===== src/rtl/dflow_pkg.sv =====
package dflow_pkg;

    localparam int CELLS  = 8;
    localparam int DATA_W = 16;
    localparam int OP_W   = 4;
    localparam int IDX_W  = (CELLS > 1) ? $clog2(CELLS) : 1;

    typedef logic [IDX_W-1:0]  cell_idx_t;
    typedef logic [DATA_W-1:0] word_t;
    typedef logic [OP_W-1:0]   op_t;

    typedef enum logic {
        SIDE_LEFT  = 1'b0,
        SIDE_RIGHT = 1'b1
    } side_e;

    // One operand slot of a cell
    typedef struct packed {
        logic      full;
        logic      from_cell;
        cell_idx_t src;
        word_t     data;
    } slot_t;

    // Packet handed to the execute port
    typedef struct packed {
        op_t       op;
        cell_idx_t dst;
        side_e     side;
        word_t     lhs;
        word_t     rhs;
        cell_idx_t src;
    } packet_t;

    function automatic cell_idx_t next_idx(input cell_idx_t i);
        return (int'(i) == CELLS - 1) ? '0 : cell_idx_t'(int'(i) + 1);
    endfunction

    // One-hot grant of the first requester at or after 'start', wrapping
    function automatic logic [CELLS-1:0] rr_grant(input logic [CELLS-1:0] req,
                                                  input cell_idx_t        start);
        logic [CELLS-1:0] g;
        logic             found;
        g     = '0;
        found = 1'b0;
        for (int k = 0; k < CELLS; k++) begin
            int idx;
            idx = (int'(start) + k) % CELLS;
            if (!found && req[idx]) begin
                g[idx] = 1'b1;
                found  = 1'b1;
            end
        end
        return g;
    endfunction

endpackage


===== src/rtl/dflow_cell.sv =====
module dflow_cell
    import dflow_pkg::*;
(
    input  logic      clk,
    input  logic      rst,
    input  logic      wr_en,
    input  side_e     wr_side,
    input  word_t     wr_data,
    input  cell_idx_t wr_src,
    input  logic      wr_from_cell,
    input  logic      fire,
    input  logic      ack_clr,
    output slot_t     lhs_q,
    output slot_t     rhs_q,
    output logic      pend_q,
    output logic      ready,
    output logic      drop
);

    slot_t incoming;
    logic  hit_l;
    logic  hit_r;

    assign incoming = '{full: 1'b1, from_cell: wr_from_cell, src: wr_src, data: wr_data};
    assign hit_l    = wr_en && (wr_side == SIDE_LEFT);
    assign hit_r    = wr_en && (wr_side == SIDE_RIGHT);

    // occupancy judged on the state before this edge's firing
    assign drop  = (hit_l && lhs_q.full) || (hit_r && rhs_q.full);
    // both operands present and output arc free
    assign ready = lhs_q.full && rhs_q.full && !pend_q;

    always_ff @(posedge clk) begin
        if (rst) begin
            lhs_q  <= '0;
            rhs_q  <= '0;
            pend_q <= 1'b0;
        end else begin
            if (fire) begin
                lhs_q.full <= 1'b0;
                rhs_q.full <= 1'b0;
            end
            if (hit_l && !lhs_q.full) lhs_q <= incoming;
            if (hit_r && !rhs_q.full) rhs_q <= incoming;
            // setting the busy arc wins over a release
            if (fire)         pend_q <= 1'b1;
            else if (ack_clr) pend_q <= 1'b0;
        end
    end

endmodule


===== src/rtl/dflow_rr_arb.sv =====
module dflow_rr_arb
    import dflow_pkg::*;
(
    input  logic             clk,
    input  logic             rst,
    input  logic [CELLS-1:0] req,
    output logic [CELLS-1:0] gnt,
    output cell_idx_t        gnt_idx,
    output logic             gnt_any
);

    cell_idx_t ptr_q;

    assign gnt     = rr_grant(req, ptr_q);
    assign gnt_any = |req;

    always_comb begin
        gnt_idx = '0;
        for (int i = 0; i < CELLS; i++) begin
            if (gnt[i]) gnt_idx = cell_idx_t'(i);
        end
    end

    // next search begins one past the last granted cell
    always_ff @(posedge clk) begin
        if (rst)          ptr_q <= '0;
        else if (gnt_any) ptr_q <= next_idx(gnt_idx);
    end

endmodule


===== src/rtl/dflow_cell_array.sv =====
module dflow_cell_array
    import dflow_pkg::*;
(
    input  logic                  clk,
    input  logic                  rst,
    input  logic [CELLS*OP_W-1:0] cfg_op_i,
    input  logic [CELLS*IDX_W-1:0] cfg_dst_i,
    input  logic [CELLS-1:0]      cfg_side_i,
    input  logic                  tok_valid_i,
    input  logic [IDX_W-1:0]      tok_dst_i,
    input  logic                  tok_side_i,
    input  logic [DATA_W-1:0]     tok_data_i,
    input  logic [IDX_W-1:0]      tok_src_i,
    input  logic                  tok_from_cell_i,
    input  logic [CELLS-1:0]      ext_ack_i,
    output logic                  exe_valid_o,
    output logic [OP_W-1:0]       exe_op_o,
    output logic [IDX_W-1:0]      exe_dst_o,
    output logic                  exe_side_o,
    output logic [DATA_W-1:0]     exe_lhs_o,
    output logic [DATA_W-1:0]     exe_rhs_o,
    output logic [IDX_W-1:0]      exe_src_o,
    output logic                  err_o
);

    op_t              cfg_op  [CELLS];
    cell_idx_t        cfg_dst [CELLS];
    slot_t            lhs_q   [CELLS];
    slot_t            rhs_q   [CELLS];
    logic [CELLS-1:0] pend_vec;
    logic [CELLS-1:0] lfull_vec;
    logic [CELLS-1:0] rfull_vec;
    logic [CELLS-1:0] ready_vec;
    logic [CELLS-1:0] drop_vec;
    logic [CELLS-1:0] ack_clr;
    logic [CELLS-1:0] grant;
    cell_idx_t        grant_idx;
    logic             grant_any;
    slot_t            sel_lhs;
    slot_t            sel_rhs;
    packet_t          fire_pkt;
    packet_t          exe_q;
    logic             exe_v_q;
    logic             err_q;

    for (genvar g = 0; g < CELLS; g++) begin : g_cell
        assign cfg_op[g]  = cfg_op_i[g*OP_W +: OP_W];
        assign cfg_dst[g] = cfg_dst_i[g*IDX_W +: IDX_W];

        dflow_cell u_cell (
            .clk          (clk),
            .rst          (rst),
            .wr_en        (tok_valid_i && (tok_dst_i == cell_idx_t'(g))),
            .wr_side      (side_e'(tok_side_i)),
            .wr_data      (tok_data_i),
            .wr_src       (tok_src_i),
            .wr_from_cell (tok_from_cell_i),
            .fire         (grant[g]),
            .ack_clr      (ack_clr[g]),
            .lhs_q        (lhs_q[g]),
            .rhs_q        (rhs_q[g]),
            .pend_q       (pend_vec[g]),
            .ready        (ready_vec[g]),
            .drop         (drop_vec[g])
        );

        assign lfull_vec[g] = lhs_q[g].full;
        assign rfull_vec[g] = rhs_q[g].full;
    end

    dflow_rr_arb u_arb (
        .clk     (clk),
        .rst     (rst),
        .req     (ready_vec),
        .gnt     (grant),
        .gnt_idx (grant_idx),
        .gnt_any (grant_any)
    );

    assign sel_lhs = lhs_q[grant_idx];
    assign sel_rhs = rhs_q[grant_idx];

    always_comb begin
        fire_pkt.op   = cfg_op[grant_idx];
        fire_pkt.dst  = cfg_dst[grant_idx];
        fire_pkt.side = side_e'(cfg_side_i[grant_idx]);
        fire_pkt.lhs  = sel_lhs.data;
        fire_pkt.rhs  = sel_rhs.data;
        fire_pkt.src  = grant_idx;
    end

    // release producer arcs on consumption, or from outside
    always_comb begin
        for (int i = 0; i < CELLS; i++) begin
            ack_clr[i] = ext_ack_i[i]
                | (grant_any && sel_lhs.from_cell && (sel_lhs.src == cell_idx_t'(i)))
                | (grant_any && sel_rhs.from_cell && (sel_rhs.src == cell_idx_t'(i)));
        end
    end

    always_ff @(posedge clk) begin
        if (rst) begin
            exe_v_q <= 1'b0;
            exe_q   <= '0;
            err_q   <= 1'b0;
        end else begin
            exe_v_q <= grant_any;
            if (grant_any) exe_q <= fire_pkt;
            err_q   <= |drop_vec;
        end
    end

    assign exe_valid_o = exe_v_q;
    assign exe_op_o    = exe_q.op;
    assign exe_dst_o   = exe_q.dst;
    assign exe_side_o  = exe_q.side;
    assign exe_lhs_o   = exe_q.lhs;
    assign exe_rhs_o   = exe_q.rhs;
    assign exe_src_o   = exe_q.src;
    assign err_o       = err_q;

endmodule


===== config.mk =====
export PLATFORM = sky130hd
export DESIGN_NAME = dflow_cell_array
export DESIGN_NICKNAME = d
export VERILOG_FILES = /design/src/rtl/dflow_pkg.sv /design/src/rtl/dflow_cell.sv /design/src/rtl/dflow_rr_arb.sv /design/src/rtl/dflow_cell_array.sv
export SDC_FILE = /design/constraint.sdc
export NUM_CORES = 1
export LEC_CHECK = 0
export ABC_AREA = 0
export CAP_MARGIN = 20
export CORE_UTILIZATION = 45
export CTS_CLUSTER_DIAMETER = 200
export DETAILED_ROUTE_END_ITERATION = 8
export HOLD_SLACK_MARGIN = 0.12
export PLACE_DENSITY = 0.62
export SYNTH_ARGS = -nofsm -noshare
export SYNTH_HDL_FRONTEND = slang
export SYNTH_SLANG_ARGS = --single-unit

===== constraint.sdc =====
create_clock -name clk -period 6.2 [get_ports clk]
set_clock_uncertainty 0.1 [all_clocks]
set_input_delay 1.24 -clock clk [delete_from_list [all_inputs] [get_ports clk]]
set_output_delay 1.24 -clock clk [all_outputs]
set_load 0.02 [all_outputs]

==> results_dict.tcl, run 1 <==
set metrics [dict create \
    status "complete, no violations" \
    cts_setup_buffers 0 \
    dpl-instance-area_sq_mm 0.02038 \
    ctsRootBufferMaster "sky130_fd_sc_hd__clkbuf_16" \
    place_hpwl_um 39000 \
    path_buf_inv 1 \
    ys_seq_area_share_pct 42.06 \
    drv_cap 0 \
    fp.dieArea_sq_mm 0.04228 \
    postSynthCellCount 2413 \
    post_route_cells_drive_above_1_share_pct 7.364 \
    timing.critical_path.slowest_cell_delay_ns 0.69 \
    grt_first_pass_wirelength_um 94340 \
    critPathTopFamily "compound AO/OA/AOI/OAI gates" \
    worst_ep_required_time_ns 6.56 \
    cp_launch_type "register" \
    non_filler_instance_count_after_layout 2990 \
    grt_antenna_before_repair 1 \
    timing_worst_slew_pin_value_ns 1.160 \
    grt_setup_unrepaired "false" \
    period_needed_ns 5.793 \
    groute.usage.overall_pct 28.85 \
    type_of_destination_of_the_critical_path "register" \
    timing.final.crit_share_pct 93.44 \
    routed-via-count 17440 \
    detailedRoute.firstIterationViolations 1655 \
    detail-route-antenna-nets 0 \
    nNetsFinal 2533 \
    chipWidth_um 205.6 \
    yosys_most_used_dff "sky130_fd_sc_hd__dfxtp_1" \
    power_per_cell_area_mw_per_mm2 255.3 \
    floorplan.initialDensity_pct 45.69 \
    critPathKind "reg2reg" \
    netlist.area_leader.share_pct 42.06 \
    clk-insertion-delay-late_ns 0.57 \
    grt_start_max_net_pins 163 \
    place_inst 2911 \
    finalWirelength_um 62210 \
    synthToLayoutAreaGrowth_pct 17.07 \
    crit_chain "inv_2 -> ha_2 -> o21ai_0 -> mux4_2 -> o22a_1 -> nor2_1 -> o21ai_0 -> a32oi_1 -> and2_1 -> a32oi_1 -> a32o_1 -> a221oi_1 -> and2_1 -> a22oi_1 -> a32o_1" \
    critical_path.slowest_cell "sky130_fd_sc_hd__and2_1" \
    ys_ff_latch 392 \
    yosys_warnings 0 \
    top_area_cells_in_the_synthesized_netlist "sky130_fd_sc_hd__dfxtp_1, sky130_fd_sc_hd__nand2_1, sky130_fd_sc_hd__a21oi_1, sky130_fd_sc_hd__mux2i_1, sky130_fd_sc_hd__clkbuf_1" \
    power_leakage_nw 8.579 \
    setup_viol 0 \
    syn-num-nets 2520 \
    dp_slack_ns 0.3061 \
    finalInstanceArea_sq_mm 0.02184 \
    vias_per_cell 5.832 \
    nFillCells 3808 \
    cts.reportedPaths.clkPinSlew_ns 0.06 \
    synth_top_cells_by_count "sky130_fd_sc_hd__nand2_1, sky130_fd_sc_hd__dfxtp_1, sky130_fd_sc_hd__a21oi_1" \
    max-slew-margin-rel_pct 22.45 \
    detail_route.drc_violations 0 \
    placement_rows 74 \
    final_replace_weighted_congestion 0.9055 \
    max_buffers_root_to_sink 3 \
    largest_fanout_of_any_net_on_the_critical_path 22 \
    antennaDiodeCount 0 \
    cts_inserted_buffers 43 \
    hold_viol_final 0 \
    cts_num_sinks 392 \
    timing.final.max_slew_violations 0 \
    yosysTopAreaCell "sky130_fd_sc_hd__dfxtp_1" \
    boundaryPins 144 \
    hold_slack_ns 0.3515 \
    ir_worst_vdd_mv 0.1768 \
    htree_num_levels 2 \
    synth_enable_flop_cells 0 \
    tritoncts "yes" \
    syn_area_per_cell_sq_um 7.732 \
    grt_overflow 0 \
    crit_arrival_ns 6.15 \
    synth-async-reset-ratio_pct 0 \
    synth_cell_types 74 \
    synth.most_common_cell "sky130_fd_sc_hd__nand2_1" \
    max_freq_mhz 172.6 \
    setup-tns-final_ns 0 \
    wl_per_cell_um 20.81 \
    worst_hold_path_type "reg2reg" \
    post-route-worst-setup-slack_ns 0.4069 \
    port_buffers 143 \
    die_height_um 205.6 \
    post_synth_instance_area_sq_mm 0.01866 \
    first_global_vias 16220 \
    detailedRoute.firstPassIterationCount 6 \
    coreArea_sq_mm 0.04083 \
]
==> final timing paths <==
kind / to / depth (start not counted) / from / slack [ns]
hold / removal: g_cell[5].u_cell.lhs_q[17]$_SDFFE_PP0P_ / 2 / g_cell[5].u_cell.lhs_q[17]$_SDFFE_PP0P_ / 0.35
hold reg to reg: g_cell[5].u_cell.lhs_q[17]$_SDFFE_PP0P_ / 2 / g_cell[5].u_cell.lhs_q[17]$_SDFFE_PP0P_ / 0.35
setup / recovery: g_cell[1].u_cell.pend_q$_SDFFE_PP0P_ / 15 / u_arb.ptr_q[1]$_SDFFE_PP0P_ / 0.41
setup reg to reg: g_cell[1].u_cell.pend_q$_SDFFE_PP0P_ / 15 / u_arb.ptr_q[1]$_SDFFE_PP0P_ / 0.41
==> flip-flops by register name, summed over array words and instances, names as in the netlist <==
name and count:
exe_side_o 1, g_cell.u_cell.lhs_q 168, u_arb.ptr_q 3, g_cell.u_cell.rhs_q 168, exe_op_o 4, exe_dst_o 3
err_o 1, exe_src_o 3, g_cell.u_cell.pend_q 8, exe_lhs_o 16, exe_valid_o 1, exe_rhs_o 16
==> metal layers <==
layer / up-vias / GRT usage (%) / wire length [um]
met2: 686 / 47.07 / 28950
met3: 92 / 3.769 / 4829
met1: 8379 / 39.68 / 27120
li1: 8281 / - / -
met4: 0 / 8.175 / 1303
met5: - / 0 / 0
==> logic make-up after synthesis <==
family	after synthesis	synth area share (%)
XOR/XNOR	3	0.1409
buffers and inverters	235	5.023
adder cells (fa/ha/maj)	8	0.5365
multiplexers	207	11.88
AO/OA/AOI/OAI	541	17.50
flip-flops	392	42.06
AND/OR/NAND/NOR	1027	22.86
==> final cells by class <==
cell class	count	area (sq um)	share of cell area, %
clock inverters	11	123.9	0.5671
clock buffers	66	1303	5.963
well taps	532	665.6	3.047
multi-input cells	1786	9991	45.74
inverters	9	33.78	0.1547
flip-flops and latches	392	7848	35.93
repair buffers	194	1878	8.598
==> tightest hold or removal path, stage by stage (launching register included) <==
cell                      delay, ns
sky130_fd_sc_hd__dfxtp_1       0.30
sky130_fd_sc_hd__nand2_1       0.05
sky130_fd_sc_hd__a21oi_1       0.05
==> where the power goes <==
group          switching (mW)  internal [mW]  leakage [nW]
combinational           0.275          0.156          4.71
sequential             0.0201           2.55          3.16
clock                    1.08           1.50         0.706
==> stage by stage <==
stage / utilization (%) / total power, mW
after floorplan: - / 2.876
after global placement: 49.91 / 3.048
after detailed placement: 49.91 / 3.053
after CTS: 53.40 / 5.593
after global routing: 53.49 / 5.743
final: 53.49 / 5.575
==> repair_timing <==
| action | 4_1_cts | 5_1_grt |
|---|---|---|
| setup endpoints to repair | 0 | 37 |
| hold buffers | 0 | 0 |
| resized for setup | 0 | 2 |
==> cell usage in the layout (no fill, tap or decap), types with 8 or more instances in the layout <==
| cell type | instances |
|---|---|
| sky130_fd_sc_hd__buf_4 | 45 |
| sky130_fd_sc_hd__nor3_2 | 11 |
| sky130_fd_sc_hd__clkbuf_16 | 43 |
| sky130_fd_sc_hd__a32o_1 | 12 |
| sky130_fd_sc_hd__nand4_1 | 8 |
| sky130_fd_sc_hd__nand2_1 | 820 |
| sky130_fd_sc_hd__clkdlybuf4s50_1 | 142 |
| sky130_fd_sc_hd__clkbuf_1 | 9 |
| sky130_fd_sc_hd__mux4_2 | 10 |
| sky130_fd_sc_hd__or3_1 | 13 |
| sky130_fd_sc_hd__dfxtp_1 | 392 |
| sky130_fd_sc_hd__a32oi_1 | 58 |
| sky130_fd_sc_hd__nand3_1 | 55 |
| sky130_fd_sc_hd__a221o_1 | 9 |
| sky130_fd_sc_hd__nor2_1 | 46 |
| sky130_fd_sc_hd__mux2i_1 | 188 |
| sky130_fd_sc_hd__a21oi_1 | 391 |
| sky130_fd_sc_hd__nand2b_1 | 12 |
| sky130_fd_sc_hd__clkbuf_8 | 14 |
No activity file was read; power rests on OpenSTA's default activity.
==> run 2, diff against run 1 <==
--- a/config.mk
+++ b/config.mk
@@ -10,6 +10,7 @@
 export CORE_UTILIZATION = 45
 export CTS_CLUSTER_DIAMETER = 200
 export DETAILED_ROUTE_END_ITERATION = 8
+export GPL_ROUTABILITY_DRIVEN = 0
 export HOLD_SLACK_MARGIN = 0.12
 export PLACE_DENSITY = 0.62
 export SYNTH_ARGS = -nofsm -noshare
==> run 2 against run 1 <==
Final cell count shrank 0.43%. Sequential share of layout area is essentially flat. Non-clock buffer count shrank 9. Final area is essentially flat. Worst hold slack gained 0.00050 ns. Die area is the same. Clock-buffer cell count is the same. Critical endpoint is now g_cell[4].u_cell.pend_q$_SDFFE_PP0P_.
==> results_dict.tcl, run 2 (synthesis results as in run 1) <==
set metrics [dict create \
    max-slew-margin-rel_pct 21.69 \
    ir_worst_vdd_mv 0.1750 \
    reg2regPathDepth 16 \
    coreArea_sq_mm 0.04083 \
    worstSetupEndpoint "g_cell[4].u_cell.pend_q$_SDFFE_PP0P_" \
    rr_startpoint "u_arb.ptr_q[1]$_SDFFE_PP0P_" \
    nNetsFinal 2525 \
    critical_path.slowest_cell "sky130_fd_sc_hd__dfxtp_1" \
    place_inst 2903 \
    critPathKind "reg2reg" \
    clk-insertion-delay-late_ns 0.57 \
    cts_num_sinks 392 \
    vias_per_cell 5.860 \
    synthToLayoutAreaGrowth_pct 17.11 \
    detail-route-antenna-nets 0 \
    timing.final.crit_share_pct 91.34 \
    grt_antenna_before_repair 0 \
    timing.final.max_slew_violations 0 \
    boundaryPins 144 \
    crit_arrival_ns 6.04 \
    cts.reportedPaths.clkPinSlew_ns 0.06 \
    finalWirelength_um 61550 \
    max_freq_mhz 176.6 \
    ctsRootBufferMaster "sky130_fd_sc_hd__clkbuf_16" \
    layout_top_registers "g_cell.u_cell.lhs_q (168), g_cell.u_cell.rhs_q (168)" \
    period_needed_ns 5.663 \
    layout.cells.most_common_list "sky130_fd_sc_hd__nand2_1, sky130_fd_sc_hd__dfxtp_1, sky130_fd_sc_hd__a21oi_1" \
    first_global_vias 16330 \
    grt_first_pass_wirelength_um 94190 \
    status "complete, no violations" \
    tritoncts "yes" \
    place_hpwl_um 37720 \
    grt_setup_unrepaired "false" \
    global_route.usage.met2_pct 45.86 \
    worst_r2r_endpoint "g_cell[4].u_cell.pend_q$_SDFFE_PP0P_" \
    hold_viol_final 0 \
    drv_cap 0 \
    groute.usage.overall_pct 28.82 \
    max_buffers_root_to_sink 3 \
    cp_launch_type "register" \
    most_common_cell_after_layout_fill_and_taps_aside "sky130_fd_sc_hd__nand2_1" \
    floorplan.initialDensity_pct 45.69 \
    reg2reg_setup_slack_ns 0.54 \
    detailedRoute.firstPassIterationCount 6 \
    die_height_um 205.6 \
    globalRouteMet1Util_pct 37.81 \
    type_of_destination_of_the_critical_path "register" \
    grt_start_max_net_pins 192 \
    power_per_cell_area_mw_per_mm2 259.0 \
    htree_num_levels 2 \
    power_leakage_nw 8.570 \
    setup_viol 0 \
    worst_hold_path_type "reg2reg" \
    top_usage_layer "met2" \
    chipWidth_um 205.6 \
    startpoint "u_arb.ptr_q[1]$_SDFFE_PP0P_" \
    detailedRoute.firstIterationViolations 1582 \
    detail_route.drc_violations 0 \
    worst_ep_required_time_ns 6.58 \
    nFillCells 3876 \
    grt_util_met3_pct 6.589 \
    crit_chain "inv_2 -> ha_2 -> o21ai_0 -> mux4_2 -> o22a_1 -> nor2_1 -> o21ai_0 -> a2bb2oi_1 -> a211oi_2 -> nor2_4 -> buf_4 -> mux2i_1 -> o22a_1 -> a21oi_1 -> a221o_1 -> a21oi_1" \
    placement_rows 74 \
    fp.dieArea_sq_mm 0.04228 \
    largest_fanout_of_any_net_on_the_critical_path 20 \
    grt_overflow 0 \
    non_filler_instance_count_after_layout 2977 \
    antennaDiodeCount 0 \
    post_route_cells_drive_above_1_share_pct 7.076 \
    setup-tns-final_ns 0 \
    port_buffers 143 \
    cts_inserted_buffers 44 \
    cts_setup_buffers 0 \
    wl_per_cell_um 20.68 \
    routed-via-count 17440 \
    timing.critical_path.slowest_cell_delay_ns 0.62 \
    timing_worst_slew_pin_value_ns 1.175 \
]
run 2: changes by cell type in the layout (fill, tap and decap cells not counted), moves of 2 or more:
cell	change
sky130_fd_sc_hd__buf_12	+2
sky130_fd_sc_hd__buf_4	-9
sky130_fd_sc_hd__clkbuf_1	-4
sky130_fd_sc_hd__clkbuf_16	+3
sky130_fd_sc_hd__clkinv_2	-3
sky130_fd_sc_hd__inv_6	-2
run 2: worst min-delay path by stage:
stage / start / endpoint / slack [ns] / cells past startpoint
floorplan: g_cell[0].u_cell.lhs_q[17]$_SDFFE_PP0P_ / g_cell[0].u_cell.lhs_q[17]$_SDFFE_PP0P_ / 0.33 / 2
global placement: g_cell[0].u_cell.lhs_q[17]$_SDFFE_PP0P_ / g_cell[0].u_cell.lhs_q[17]$_SDFFE_PP0P_ / 0.34 / 2
detailed placement: g_cell[6].u_cell.lhs_q[15]$_SDFFE_PP0P_ / g_cell[6].u_cell.lhs_q[15]$_SDFFE_PP0P_ / 0.35 / 2
CTS: g_cell[6].u_cell.lhs_q[15]$_SDFFE_PP0P_ / g_cell[6].u_cell.lhs_q[15]$_SDFFE_PP0P_ / 0.35 / 2
global route: g_cell[4].u_cell.lhs_q[1]$_SDFFE_PP0P_ / g_cell[4].u_cell.lhs_q[1]$_SDFFE_PP0P_ / 0.37 / 2
finish: g_cell[1].u_cell.lhs_q[7]$_SDFFE_PP0P_ / g_cell[1].u_cell.lhs_q[7]$_SDFFE_PP0P_ / 0.35 / 2
run 2: timing repair:
| item | 4_1_cts | 5_1_grt |
|---|---|---|
| gates resized for setup | 0 | 2 |
| hold endpoints to repair | 0 | 0 |
| endpoints found under the setup margin | 0 | 6 |
| hold buffers | 0 | 0 |
run 2: worst max-delay path: cells and delay by family (launching register included):
family | cells | cell delay (ns)
multiplexers | 2 | 0.76
AND/OR/NAND/NOR | 2 | 0.89
flip-flops | 1 | 0.62
buffers and inverters | 2 | 0.39
AO/OA/AOI/OAI | 9 | 2.19
adder cells (fa/ha/maj) | 1 | 0.60
run 2: where the power goes:
part           total [mW]  switching (mW)  internal (mW)
combinational       0.428           0.272          0.156
sequential           2.57          0.0212           2.55
clock                2.66            1.05           1.60
total                5.66            1.35           4.31
run 2: layer usage:
metal	vias to the layer above	share of wire [%]
met2	777	45
met3	138	9.0
met5	-	0
li1	8255	-
met4	0	3.3
met1	8274	43
run 2: cell type report:
| class | count | area (sq um) | share of cell area [%] |
|---|---|---|---|
| clock buffers | 66 | 1376 | 6.299 |
| clock inverters | 7 | 100.1 | 0.4581 |
| inverters | 9 | 33.78 | 0.1546 |
| multi-input cells | 1786 | 9992 | 45.73 |
| flip-flops and latches | 392 | 7848 | 35.92 |
| well taps | 532 | 665.6 | 3.046 |
| repair buffers | 185 | 1834 | 8.395 |
run 2: stage by stage:
stage / setup slack (ns) / total power [mW] / util [%] / instance area, sq um / hold WS [ns]
2_1_floorplan: 1.099 / 2.876 / - / 18660 / 0.3319
3_3_place_gp: 0.6697 / 3.044 / 49.82 / 20340 / 0.3379
3_5_place_dp: 0.4653 / 3.050 / 49.82 / 20340 / 0.3458
4_1_cts: 0.4249 / 5.694 / 53.44 / 21820 / 0.3539
5_1_grt: 0.1798 / 5.829 / 53.51 / 21850 / 0.3663
6_report: 0.5372 / 5.659 / 53.51 / 21850 / 0.3520
